File: src/rtl/bmr_pkg.sv
package bmr_pkg;
  typedef enum logic [2:0] {
    S_IDLE, S_WAIT_GNT, S_OWN, S_XFER, S_DONE, S_GNT_ERR, S_ACK_ERR
  } bmr_state_e;

  // true on the last permitted cycle of a wait that started with count 0
  function automatic logic wait_expired(input int unsigned cnt, input int unsigned lim);
    return (cnt + 1) >= lim;
  endfunction

  function automatic logic state_owns(input bmr_state_e s);
    return (s == S_OWN) || (s == S_XFER) || (s == S_DONE) || (s == S_ACK_ERR);
  endfunction
endpackage

File: src/rtl/bmr_decode.sv
module bmr_decode #(
  parameter int TAG_BITS = 4,
  parameter logic [TAG_BITS-1:0] TAG = 'hE
) (
  input  logic                cyc_i,
  input  logic [TAG_BITS-1:0] tag_i,
  output logic                hit_o
);
  assign hit_o = cyc_i && (tag_i == TAG);
endmodule

File: src/rtl/bmr_timer.sv
module bmr_timer #(
  parameter int CW = 9
) (
  input  logic          clk,
  input  logic          rst_n,
  input  logic          restart,
  output logic [CW-1:0] cnt
);
  always_ff @(posedge clk) begin
    if (!rst_n || restart) cnt <= '0;
    else if (cnt != '1)    cnt <= cnt + 1'b1;
  end
endmodule

File: src/rtl/bmr_ctl.sv
module bmr_ctl
  import bmr_pkg::*;
#(
  parameter int GRANT_LIMIT = 256,
  parameter int ACK_LIMIT   = 64,
  parameter int CW          = 9
) (
  input  logic          clk,
  input  logic          rst_n,
  input  logic          hit,
  input  logic          hold,
  input  logic          grant,
  input  logic          dtack,
  input  logic [CW-1:0] cnt,
  output logic          restart,
  output bmr_state_e    st
);
  bmr_state_e st_nxt;
  logic grant_late, ack_late;

  assign grant_late = wait_expired(32'(cnt), GRANT_LIMIT);
  assign ack_late   = wait_expired(32'(cnt), ACK_LIMIT);

  always_comb begin
    st_nxt = st;
    unique case (st)
      S_IDLE:     if (hit || hold) st_nxt = S_WAIT_GNT;
      S_WAIT_GNT: if (grant)                 st_nxt = hit ? S_XFER : S_OWN;
                  else if (!(hit || hold))   st_nxt = S_IDLE;
                  else if (hit && grant_late) st_nxt = S_GNT_ERR;
      S_OWN:      if (hit) st_nxt = S_XFER;
                  else if (!hold) st_nxt = S_IDLE;
      S_XFER:     if (dtack) st_nxt = S_DONE;
                  else if (ack_late) st_nxt = S_ACK_ERR;
      S_DONE, S_ACK_ERR: st_nxt = hold ? S_OWN : S_IDLE;
      S_GNT_ERR:  st_nxt = S_IDLE;
      default:    st_nxt = S_IDLE;
    endcase
  end

  assign restart = (st_nxt != st);

  always_ff @(posedge clk) begin
    if (!rst_n) st <= S_IDLE;
    else        st <= st_nxt;
  end
endmodule

File: src/rtl/bus_master_req.sv
module bus_master_req
  import bmr_pkg::*;
#(
  parameter int AW          = 24,
  parameter int WIN_BITS    = 4,
  parameter logic [WIN_BITS-1:0] WIN_TAG = 'hE,
  parameter int GRANT_LIMIT = 256,
  parameter int ACK_LIMIT   = 64
) (
  input  logic          clk,
  input  logic          rst_n,
  input  logic          cpu_strobe,
  input  logic [AW-1:0] cpu_addr,
  output logic          cpu_ack,
  output logic          cpu_err,
  output logic          bp_req,
  input  logic          bp_grant,
  output logic          bp_busy,
  input  logic          bp_clear,
  input  logic          bp_dtack,
  output logic          bp_drive_en,
  output logic [AW-1:0] bp_addr,
  input  logic          hold_wr_en,
  input  logic          hold_wr_val,
  output logic [2:0]    stat
);
  localparam int MAXL = (GRANT_LIMIT > ACK_LIMIT) ? GRANT_LIMIT : ACK_LIMIT;
  localparam int CW   = $clog2(MAXL) + 1;

  logic          win_hit;
  logic          hold_q;
  logic          clr_seen_q;
  logic          tmr_restart;
  logic [CW-1:0] tmr_cnt;
  bmr_state_e    st;
  logic          owned;

  bmr_decode #(.TAG_BITS(WIN_BITS), .TAG(WIN_TAG)) u_dec (
    .cyc_i (cpu_strobe),
    .tag_i (cpu_addr[AW-1 -: WIN_BITS]),
    .hit_o (win_hit)
  );

  bmr_timer #(.CW(CW)) u_tmr (
    .clk     (clk),
    .rst_n   (rst_n),
    .restart (tmr_restart),
    .cnt     (tmr_cnt)
  );

  bmr_ctl #(.GRANT_LIMIT(GRANT_LIMIT), .ACK_LIMIT(ACK_LIMIT), .CW(CW)) u_ctl (
    .clk     (clk),
    .rst_n   (rst_n),
    .hit     (win_hit),
    .hold    (hold_q),
    .grant   (bp_grant),
    .dtack   (bp_dtack),
    .cnt     (tmr_cnt),
    .restart (tmr_restart),
    .st      (st)
  );

  assign owned = state_owns(st);

  always_ff @(posedge clk) begin
    if (!rst_n) begin
      hold_q     <= 1'b0;
      clr_seen_q <= 1'b0;
    end else begin
      if (hold_wr_en) hold_q <= hold_wr_val;
      if (hold_wr_en && !hold_wr_val)           clr_seen_q <= 1'b0;
      else if (bp_clear && hold_q && owned)     clr_seen_q <= 1'b1;
    end
  end

  assign bp_req      = (st == S_WAIT_GNT);
  assign bp_busy     = owned;
  assign bp_drive_en = (st == S_XFER);
  assign bp_addr     = bp_drive_en ? cpu_addr : '0;
  assign cpu_ack     = (st == S_DONE);
  assign cpu_err     = (st == S_GNT_ERR) || (st == S_ACK_ERR);
  assign stat        = {clr_seen_q, owned, hold_q};
endmodule

File: config.mk
export PLATFORM = sky130hd
export DESIGN_NAME = bus_master_req
export DESIGN_NICKNAME = d
export VERILOG_FILES = /design/src/rtl/bmr_pkg.sv /design/src/rtl/bmr_decode.sv /design/src/rtl/bmr_timer.sv /design/src/rtl/bmr_ctl.sv /design/src/rtl/bus_master_req.sv
export SDC_FILE = /design/constraint.sdc
export NUM_CORES = 1
export LEC_CHECK = 0
export ABC_AREA = 1
export BUFFER_PORTS_ARGS = -buffer_cell sky130_fd_sc_hd__buf_2
export CORE_MARGIN = 2
export CORE_UTILIZATION = 38
export DETAILED_ROUTE_END_ITERATION = 6
export PLACE_DENSITY = 0.75
export SETUP_SLACK_MARGIN = 0.2
export SYNTH_ARGS = -nofsm -noshare
export SYNTH_HDL_FRONTEND = slang
export SYNTH_SLANG_ARGS = --single-unit
File: constraint.sdc
create_clock -name clk -period 1.8 [get_ports clk]
set_input_delay 0.36 -clock clk [delete_from_list [all_inputs] [get_ports clk]]
set_output_delay 0.36 -clock clk [all_outputs]
set_load 0.02 [all_outputs]
==> results of run 1 <==
## cell families (layout without fill, tap and decap cells)
family                   after synthesis  after routing  share of synthesized area (%)
XOR/XNOR                               5              5                           4.18
flip-flops                            14             14                           26.8
adder cells (fa/ha/maj)                3              3                           3.58
AND/OR/NAND/NOR                       98             99                           39.7
multiplexers                           1              1                          0.956
AO/OA/AOI/OAI                         14             14                           6.93
buffers and inverters                 47            126                           17.9
## flip-flops by register name (all words and copies together) (netlist names)
| signal | count |
|---|---|
| u_tmr.cnt | 9 |
| u_ctl.st | 3 |
| clr_seen_q | 1 |
| hold_q | 1 |
## cells in the mapped netlist (2+ instances only)
cell,instances
a21oi_1,6
clkbuf_1,3
inv_2,2
ha_1,3
nand2_1,35
inv_1,39
xor2_1,4
nor2_2,4
nor2_1,44
buf_4,3
dfxtp_1,14
nand3_1,7
o21ai_0,5
nand4_1,2
## layout by cell type (no fill, tap or decap)
master / n
inv_1: 38
buf_2: 37
nand2_1: 29
nor2_4: 26
buf_6: 24
buf_4: 17
nor2_1: 14
dfxtp_1: 9
nor2_2: 8
nand2_2: 5
nand3_1: 5
o21ai_0: 5
a21oi_1: 4
xor2_1: 4
nand2_4: 3
clkbuf_4: 3
dfxtp_2: 3
nor3_2: 2
inv_2: 2
a21oi_2: 2
nand4_1: 2
nand3_2: 2
ha_1: 2
clkbuf_16: 2
dfxtp_4: 2
inv_4: 1
nand3_4: 1
nand3b_1: 1
o21ai_1: 1
nor3b_1: 1
o22ai_1: 1
xnor2_1: 1
mux2i_1: 1
a31oi_1: 1
ha_4: 1
buf_8: 1
buf_12: 1
## path summary, 6_finish.rpt
| path | start | cells after the start | endpoint | slack (ns) |
|---|---|---|---|---|
| worst max-delay path | u_tmr.cnt[0]$_SDFFE_PP0P_ | 15 | u_tmr.cnt[0]$_SDFFE_PP0P_ | -0.27 |
| worst min register to register | clr_seen_q$_SDFFE_PP0P_ | 2 | clr_seen_q$_SDFFE_PP0P_ | 0.48 |
| worst min-delay path | hold_wr_en | 3 | hold_q$_SDFFE_PN0P_ | 0.33 |
| worst max register to register | u_tmr.cnt[0]$_SDFFE_PP0P_ | 15 | u_tmr.cnt[0]$_SDFFE_PP0P_ | -0.27 |
## routing by layer
metal | wire length, um | track usage [%]
met5 | 0 | 0
met4 | 0 | 2.72
met3 | 199 | 5.07
met2 | 2250 | 32.6
met1 | 1390 | 19.3
## worst max-delay path, cell delays in order (launching register included)
cell and delay, ns:
dfxtp_4 0.36, ha_4 0.13, nand2_2 0.05, nor2_2 0.13
nand2_2 0.08, nor3_2 0.15, ha_1 0.26, inv_2 0.08
nand2_4 0.06, nor2_4 0.11, nand3_2 0.09, nand3_2 0.08
nand2_2 0.06, nor2_4 0.16, nand2_4 0.10, nor2_1 0.11
## cell type report
type / count / area [um^2]
clock buffer: 3 / 22.5
fill: 175 / 646
inverter: 41 / 156
multi-input combinational: 122 / 863
sequential: 14 / 292
tap: 31 / 38.8
timing repair buffer: 82 / 668
## power by group through the flow
stage / sequential (mW) / combinational, mW / clock, mW
finish: 0.331 / 0.181 / 0.172
detailed placement: 0.340 / 0.123 / 0
CTS: 0.332 / 0.141 / 0.181
global route: 0.332 / 0.197 / 0.200
global placement: 0.340 / 0.122 / 0
floorplan: 0.340 / 0.0701 / 0
## metrics by stage
step / instance area (um^2) / power [mW] / TNS (ns)
floorplan: 1060 / 0.410 / -0.449
global placement: 1470 / 0.462 / -1.48
detailed placement: 1470 / 0.463 / -2.25
CTS: 1590 / 0.654 / -1.70
global route: 2040 / 0.729 / -3.61
finish: 2040 / 0.684 / -2.33
## timing repair
item / in CTS / in global routing
buffers inserted: 2 / 3
endpoints found under the setup margin: 35 / 37
resized for setup: 26 / 105
gates cloned: 1 / 3
pin swaps: 0 / 14
==> summary.txt, run 1 <==
Total GRT Usage: 17.3%
Worst setup EP type: flip-flop
Vias in the first global route: 1151
Num Clock Sinks: 14
Comb power frac: 26.5%
HP Class: primary input to flip-flop
Standard-cell rows: 19
Post-synth cell types: 25
Final clock skew: 0.00971 ns
Die width: 56.5 um
Max-Cap Viols: 0
Routed vias: 1371
Fraction of registers with async set/reset: 0%
Seq pwr share: 48.3%
Port Buffers: 63
Failing checks: setup timing
Antenna diodes: 0
Rel. slew slack: 72.9%
Wire per inst: 13.1 um
Post-synth EDFFs: 0
Die Ht: 56.5 um
Seq cells post-synth: 14
Worst Setup Path Type: flip-flop to flip-flop
Initial antenna violation count: 0
Register area share after synthesis: 26.8%
Detailed Place HPWL: 1950 um
Longest Clk Path Bufs: 2
Detailed-route DRC error count: 0
Drt total wl: 3840 um
Mean post-synth cell area: 5.75 um^2
Die area: 3190 um^2
Hold slack: 0.325 ns
Final nets: 299
Global route total overflow: 0
Clock root buffer master: clkbuf_4
Type of origin of the critical path: flip-flop
H-tree levels: 1
Area Growth Syn to Fin: 94.9%
Placed cell count: 281
Worst EP required: 2.01 ns
Drt pass-1 iters: 4
Pwr Density: 335 nW/um^2
Worst path arrival time: 2.28 ns
Post-synth top area cell: dfxtp_1
Clock Latency Late Sink: 0.28 ns
Setup-failing EPs final: 10
Vias per inst: 4.68
Cell Int Power: 0.472 mW
Outcome: complete, but fails checks
Most used DFF post-synth: dfxtp_1
Post-Synthesis Net Count: 217
Cts bufs inserted: 3
Final hold violation count: 0
Final Max Tran Viols: 0
Clock power frac: 25.2%
Worst Path Max Fanout: 5
Gate count after technology mapping: 182
ANT nets after route: 0
Post-CTS Hold Fix Bufs: 0
Sw Ratio: 31.0%
Peak supply drop: 491 uV
Cell Area, Synth: 1050 um^2
CTS tree: yes
Largest net degree at the start of global routing: 25
Slack of the critical path: -0.272 ns
IO Pins: 64
Final std cells w/o fill: 293
Top-area cell type share of the netlist area: 26.8%
Layout cells sized above 1: 54.6%
Worst-Margin Slew: 0.405 ns
Placement Setup Slack: -0.261 ns
Total core area: 2690 um^2
Net Switching: 0.212 mW
Pleak: 1.05 nW
Initial core utilization: 39.0%
Routability cong.: 0.872
Minimum clock period: 2.07 ns
Achievable Freq: 0.483 GHz
Synth area leaders: dfxtp_1 27%, nor2_1 16%, inv_1 14%
Layout Utilization: 76.0%
First-pass GRT wire length: 4530 um
RSZ-0062 raised after global routing: yes
Yosys warns: 0
Clock transition at path regs: 0.08 ns
Violation count after the first detailed-route iteration: 68
Fin crit share: 115%
Note: power is estimated with default switching activity, not from simulation.
==> run 2, diff against run 1 <==
CORE_UTILIZATION = 46   (was 38)
PLACE_DENSITY = 0.85   (was 0.75)
clock period = 2.5 ns   (was 1.8 ns; I/O delays follow)
==> run 2 against run 1 <==
Effect of this change: the run now ends clean; clock skew fell by 0.0063 ns; combinational power down 51%; routed wire length down 37%; non-clock buffer count shrank 19; final cell count shrank 7.2%; first-iteration DRC count shrank 71%; flip-flop and latch count is the same; global-route usage increased by 0.071 points; clock power down 12%; die area down 16%.
==> summary.txt, run 2 (same netlist as run 1, synthesis figures left out) <==
ANT nets after route: 0 (unchanged)
Global route total overflow: 0 (unchanged)
Worst Path Max Fanout: 4 (was 5)
Antenna diodes: 0 (unchanged)
Peak supply drop: 335 uV (was 491 uV)
RSZ-0062 raised after global routing: no (was yes)
Fin crit share: 83.3% (was 115%)
HP Class: flip-flop to flip-flop (was primary input to flip-flop)
Worst path arrival time: 2.28 ns (about the same)
First-pass GRT wire length: 3600 um (was 4530 um)
Routability cong.: 0.841 (was 0.872)
Slack of the critical path: 0.418 ns (was -0.272 ns)
Largest net degree at the start of global routing: 28 (was 25)
Achievable Freq: 0.480 GHz (was 0.483 GHz)
Detailed-route DRC error count: 0 (unchanged)
Register name with the most flops: u_tmr.cnt (unchanged)
Clock Latency Late Sink: 0.27 ns (was 0.28 ns)
CTS tree: yes (unchanged)
Detailed Place HPWL: 1950 um (about the same)
Violation count after the first detailed-route iteration: 20 (was 68)
Worst setup EP type: flip-flop (unchanged)
Total GRT Usage: 17.4% (was 17.3%)
# fillers: 198 (was 175)
Worst Setup Path Type: flip-flop to flip-flop (unchanged)
Setup TNS: 0 ns (was -2.33 ns)
Total core area: 2190 um^2 (was 2690 um^2)
Clock transition at path regs: 0.08 ns (about the same)
Post-CTS setup buffer count: 0 (was 2)
Post-CTS Hold Fix Bufs: 0 (unchanged)
Pleak: 0.907 nW (was 1.05 nW)
Initial core utilization: 47.8% (was 39.0%)
H-tree levels: 1 (unchanged)
Final Max Tran Viols: 0 (unchanged)
Final clock skew: 0.00341 ns (was 0.00971 ns)
Area Growth Syn to Fin: 36.9% (was 94.9%)
Vias in the first global route: 909 (was 1151)
Standard-cell rows: 17 (was 19)
Pwr Total: 0.480 mW (was 0.684 mW)
Placed Area: 1360 um^2 (was 1470 um^2)
Longest Clk Path Bufs: 2 (unchanged)
Layout cells sized above 1: 34.0% (was 54.6%)
Most frequent cells in the layout: 63 x buf_2, 43 x nor2_1, 39 x inv_1, 34 x nand2_1, 12 x dfxtp_1 (was 38 x inv_1, 37 x buf_2, 29 x nand2_1, 26 x nor2_4, 24 x buf_6)
Routed vias: 1212 (was 1371)
Post-Route M1 WL: 1090 um (was 1390 um)
Final std cells w/o fill: 272 (was 293)
Rel. slew slack: 67.4% (was 72.9%)
Drt pass-1 iters: 4 (unchanged)
Cell area after layout: 1430 um^2 (was 2040 um^2)
Final nets: 280 (was 299)
Pwr Density: 335 nW/um^2 (about the same)
Placed cell count: 267 (was 281)
Worst-Margin Slew: 0.488 ns (was 0.405 ns)
Top routing layer in use: met4 (was met3)
Worst EP required: 2.70 ns (was 2.01 ns)
Vias per inst: 4.46 (was 4.68)
Met3 wire len: 213 um (was 199 um)
IO Pins: 64 (unchanged)
Max FFs per register: 9 (unchanged)
Wire per inst: 8.83 um (was 13.1 um)
Most common cell after layout, fill and taps aside: buf_2 (was inv_1)
Setup-failing EPs final: 0 (was 10)
Port Buffers: 63 (unchanged)
Outcome: complete, no violations (was complete, but fails checks)
Type of origin of the critical path: flip-flop (unchanged)
Initial antenna violation count: 0 (unchanged)
CTS resizes: 0 (was 26)
Drt total wl: 2400 um (was 3840 um)
Die width: 51.7 um (was 56.5 um)
Die Ht: 51.7 um (was 56.5 um)
Max-Cap Viols: 0 (unchanged)
Met2 wire len: 1090 um (was 2250 um)
Die area: 2670 um^2 (was 3190 um^2)
Num Clock Sinks: 14 (unchanged)
Clock root buffer master: clkbuf_4 (unchanged)
Final hold violation count: 0 (unchanged)
Placement Setup Slack: 0.353 ns (was -0.261 ns)
Cts bufs inserted: 3 (unchanged)
Minimum clock period: 2.08 ns (was 2.07 ns)
Biggest registers after layout: u_tmr.cnt (9), u_ctl.st (3) (unchanged)
## run 2: final timing paths
path | start | depth (start not counted) | slack, ns | to
setup reg to reg | u_tmr.cnt[0]$_SDFFE_PP0P_ | 15 | 0.42 | u_tmr.cnt[0]$_SDFFE_PP0P_
hold / removal | clr_seen_q$_SDFFE_PP0P_ | 2 | 0.48 | clr_seen_q$_SDFFE_PP0P_
setup / recovery | u_tmr.cnt[0]$_SDFFE_PP0P_ | 15 | 0.42 | u_tmr.cnt[0]$_SDFFE_PP0P_
hold reg to reg | clr_seen_q$_SDFFE_PP0P_ | 2 | 0.48 | clr_seen_q$_SDFFE_PP0P_
## run 2: cell type report
type,instances,area (um^2),area share [%]
well taps,28,35.0,2.44
inverters,41,154,10.7
multi-input cells,122,608,42.4
flip-flops and latches,14,285,19.9
repair buffers,63,315,22.0
clock buffers,4,36.3,2.53
## run 2: report_power, final
part	internal, mW	switching, mW
registers	0.231	0.00807
clock network	0.0884	0.0640
logic	0.0397	0.0484
## run 2: layer usage
layer	up-vias	track usage (%)
li1	663	-
met1	499	22.0
met2	48	28.8
met3	2	3.45
met4	0	7.02
met5	-	0
## run 2: worst max-delay path: stages (launching register included)
cell     delay [ns]
dfxtp_4        0.37
ha_2           0.19
nand2_1        0.06
nor2_2         0.11
nand2_2        0.07
nor3_2         0.10
ha_1           0.24
inv_1          0.07
nand2_1        0.07
nor2_2         0.12
nand3_1        0.10
nand3_1        0.08
nand2_1        0.08
nor2_4         0.16
nand2_2        0.10
nor2_1         0.09
## run 2: through the flow
step / utilization [%] / hold WS (ns)
after floorplan: - / 0.438
after global placement: 62.3 / 0.445
after detailed placement: 62.3 / 0.454
after CTS: 63.9 / 0.473
after global routing: 65.4 / 0.466
final: 65.4 / 0.478
==> run 3, diff against run 2 <==
ABC_AREA = 0   (was 1)
CORE_UTILIZATION = 43   (was 46)
PLACE_DENSITY = 0.8   (was 0.85)
clock period = 2.15 ns   (was 2.5 ns; I/O delays follow)
==> run 3 against run 2 <==
Effect of this change: final cell count is 17% lower; clock skew is 0.0019 ns lower; hold slack worse by 0.061 ns; via count is 3.0% lower; power is 7.4% higher; area after synthesis is 0.48% higher; first-iteration DRC count is 40% lower; utilization is 3.1 points higher; final area is 7.8% higher; largest power group unchanged.
==> summary.txt, run 3 <==
Fraction of registers with async set/reset: 0% (unchanged)
Vias per inst: 5.23 (was 4.46)
Most frequent cells in the layout: 63 x buf_2, 26 x and2_1, 8 x nand2_1, 8 x buf_4 (was 63 x buf_2, 43 x nor2_1, 39 x inv_1, 34 x nand2_1, 12 x dfxtp_1)
Mean post-synth cell area: 8.03 um^2 (was 5.75 um^2)
Detailed Place HPWL: 2240 um (was 1950 um)
Post-synth EDFFs: 0 (unchanged)
Register area share after synthesis: 26.6% (was 26.8%)
Register name with the most flops: u_tmr.cnt (unchanged)
Routed vias: 1176 (was 1212)
Setup-failing EPs final: 0 (unchanged)
Pwr Density: 333 nW/um^2 (was 335 nW/um^2)
Fin crit share: 93.0% (was 83.3%)
Pwr Total: 0.515 mW (was 0.480 mW)
Worst Setup Path Type: flip-flop to flip-flop (unchanged)
Crit path max-delay family: simple AND/OR/NAND/NOR gates (unchanged)
Largest net degree at the start of global routing: 26 (was 28)
Total GRT Usage: 20.0% (was 17.4%)
Worst path arrival time: 2.17 ns (was 2.28 ns)
Seq. cell area: 294 um^2 (was 285 um^2)
Worst EP required: 2.32 ns (was 2.70 ns)
Worst-Margin Slew: 0.386 ns (was 0.488 ns)
Cts bufs inserted: 3 (unchanged)
Num Clock Sinks: 14 (unchanged)
Final nets: 234 (was 280)
Die width: 53.5 um (was 51.7 um)
Seq cells post-synth: 14 (unchanged)
Peak supply drop: 462 uV (was 335 uV)
Standard-cell rows: 17 (unchanged)
Drt total wl: 2900 um (was 2400 um)
Reg2reg end: u_ctl.st[2]$_SDFF_PN0_ (was u_tmr.cnt[0]$_SDFFE_PP0P_)
Max FFs per register: 9 (unchanged)
Drt pass-1 iters: 4 (unchanged)
Wire per inst: 12.9 um (was 8.83 um)
Multi-input logic area: 800 um^2 (was 608 um^2)
Worst Path Max Fanout: 5 (was 4)
Yosys warns: 0 (unchanged)
Initial core utilization: 46.7% (was 47.8%)
Layout cells sized above 1: 49.2% (was 34.0%)
Die Ht: 53.5 um (was 51.7 um)
Rel. slew slack: 74.3% (was 67.4%)
Top post-synthesis cells by count: 26 x and2_1, 14 x dfxtp_1, 11 x nor3_1 (was 44 x nor2_1, 39 x inv_1, 35 x nand2_1)
CTS tree: yes (unchanged)
Final hold violation count: 0 (unchanged)
Initial antenna violation count: 0 (unchanged)
Cell Area, Synth: 1050 um^2 (about the same)
Top cell by count, worst path: and4_4 (was nand2_1)
Register-to-register setup slack: 0.15 ns (was 0.42 ns)
Post-CTS Hold Fix Bufs: 0 (unchanged)
Antenna diodes: 0 (unchanged)
Max-Cap Viols: 0 (unchanged)
Biggest registers after layout: u_tmr.cnt (9), u_ctl.st (3) (unchanged)
Die area: 2860 um^2 (was 2670 um^2)
ANT nets after route: 0 (unchanged)
Worst path max stage delay: 0.36 ns (was 0.37 ns)
Setup TNS: 0 ns (unchanged)
Post-Synthesis Net Count: 166 (was 217)
Worst setup EP type: flip-flop (unchanged)
Type of origin of the critical path: flip-flop (unchanged)
Violation count after the first detailed-route iteration: 12 (was 20)
Top-area cell type share of the netlist area: 26.6% (was 26.8%)
Vias in the first global route: 1012 (was 909)
Slowest-stage cell, CP: dfxtp_4 (unchanged)
Count leader, synth: and2_1 (was nor2_1)
IO Pins: 64 (unchanged)
H-tree levels: 1 (unchanged)
Detailed-route DRC error count: 0 (unchanged)
Worst R2R Start: u_tmr.cnt[2]$_SDFFE_PP0P_ (was u_tmr.cnt[0]$_SDFFE_PP0P_)
Most common cell after layout, fill and taps aside: buf_2 (unchanged)
Clock transition at path regs: 0.07 ns (was 0.08 ns)
RSZ-0062 raised after global routing: yes (was no)
Most used DFF post-synth: dfxtp_1 (unchanged)
HP Class: primary input to flip-flop (was flip-flop to flip-flop)
First-pass GRT wire length: 4200 um (was 3600 um)
# fillers: 201 (was 198)
Worst-path cell chain: and4_4, and4_4, ha_4, or2_4, a221oi_4, o31ai_4, nor2b_1 (was ha_2, nand2_1, nor2_2, nand2_2, nor3_2, ha_1, inv_1, nand2_1, nor2_2, nand3_1, nand3_1, nand2_1, nor2_4, nand2_2, nor2_1)
Crit. path cell count: 7 (was 15)
Port Buffers: 63 (unchanged)
Pleak: 0.766 nW (was 0.907 nW)
Clock root buffer master: clkbuf_4 (unchanged)
Hold path startpoint: rst_n (was clr_seen_q$_SDFFE_PP0P_)
Area Growth Syn to Fin: 46.8% (was 36.9%)
Clock Latency Late Sink: 0.27 ns (about the same)
Worst Hold Depth: 3 (was 2)
Routability cong.: 0.766 (was 0.841)
Gate count after technology mapping: 131 (was 182)
Hold Crit Endpoint: u_ctl.st[2]$_SDFF_PN0_ (was clr_seen_q$_SDFFE_PP0P_)
Minimum clock period: 2.00 ns (was 2.08 ns)
Longest Clk Path Bufs: 2 (unchanged)
Global route total overflow: 0 (unchanged)
Final clock skew: 0.00153 ns (was 0.00341 ns)
CP Buf/Inv Count: 0 (was 1)
R2R depth: 7 (was 15)
Final Max Tran Viols: 0 (unchanged)
Outcome: complete, no violations (unchanged)
Total core area: 2250 um^2 (was 2190 um^2)
Achievable Freq: 0.500 GHz (was 0.480 GHz)
Post-synth top area cell: dfxtp_1 (unchanged)
Post-synth cell types: 36 (was 25)
Synth area leaders: dfxtp_1 27%, and2_1 15%, nor3_1 5.2% (was dfxtp_1 27%, nor2_1 16%, inv_1 14%)
## run 3: cell count changes after synthesis, sizes merged, moves of 4 or more
| cell | previous run | this run |
|---|---|---|
| nor2b | 0 | 4 |
| nand2 | 36 | 9 |
| inv | 41 | 2 |
| mux2i | 1 | 5 |
| nor2 | 48 | 7 |
| nor3 | 2 | 11 |
| and2 | 0 | 26 |
| nand3 | 8 | 2 |
| a21oi | 6 | 2 |
## run 3: worst min-delay path, stage by stage
cell,delay [ns]
buf_2,0.11
nand2_1,0.07
nor2b_1,0.05
## run 3: cell type report
type,instances,area share (%)
clock buffer,3,1.46
inverter,2,0.486
multi-input combinational,106,51.7
sequential,14,19.0
tap,28,2.27
timing repair buffer,72,25.0
## run 3: layer usage
| layer | track usage (%) | vias up | wire, um |
|---|---|---|---|
| met2 | 35.4 | 41 | 1540 |
| met1 | 24.4 | 546 | 1180 |
| met3 | 6.21 | 3 | 167 |
| met5 | 0 | - | 0 |
| li1 | - | 586 | - |
| met4 | 1.28 | 0 | 8 |
## run 3: report_power, final
part           internal, mW  switching, mW
Sequential            0.266        0.00964
Combinational        0.0507         0.0480
Clock                0.0649         0.0758
## run 3: worst max path at each step
stage | slack, ns | to | from
finish | 0.15 | u_ctl.st[2]$_SDFF_PN0_ | u_tmr.cnt[2]$_SDFFE_PP0P_
global route | 0.11 | u_tmr.cnt[8]$_SDFFE_PP0P_ | u_tmr.cnt[2]$_SDFFE_PP0P_
CTS | 0.18 | bp_addr[10] | u_ctl.st[2]$_SDFF_PN0_
detailed placement | 0.11 | u_ctl.st[2]$_SDFF_PN0_ | u_tmr.cnt[0]$_SDFFE_PP0P_
global placement | 0.17 | u_ctl.st[2]$_SDFF_PN0_ | u_tmr.cnt[0]$_SDFFE_PP0P_
floorplan | 0.20 | u_ctl.st[2]$_SDFF_PN0_ | u_tmr.cnt[4]$_SDFFE_PP0P_
## run 3: timing repair
item                                    4_1_cts  5_1_grt
resized for setup                             7       11
endpoints found under the setup margin       10       37
gates cloned                                  1        0
buffers inserted                              2        2
pin swaps                                     2        9
## run 3: stage by stage
stage          std cells  cell area, um^2  setup WS, ns  hold WS [ns]  util (%)
2_1_floorplan        131             1090         0.201         0.515         -
3_3_place_gp         217             1420         0.169         0.534      62.9
3_5_place_dp         217             1420         0.107         0.548      62.9
4_1_cts              223             1480         0.183         0.421      65.6
5_1_grt              225             1550         0.107         0.415      68.5
6_report             225             1550         0.151         0.418      68.5
## run 3: logic make-up after synthesis
family | Yosys count | synth area share [%]
XOR/XNOR | 8 | 6.66
adder cells (fa/ha/maj) | 3 | 3.57
buffers and inverters | 12 | 5.71
AND/OR/NAND/NOR | 72 | 39.4
AO/OA/AOI/OAI | 17 | 13.3
multiplexers | 5 | 4.76
flip-flops | 14 | 26.6
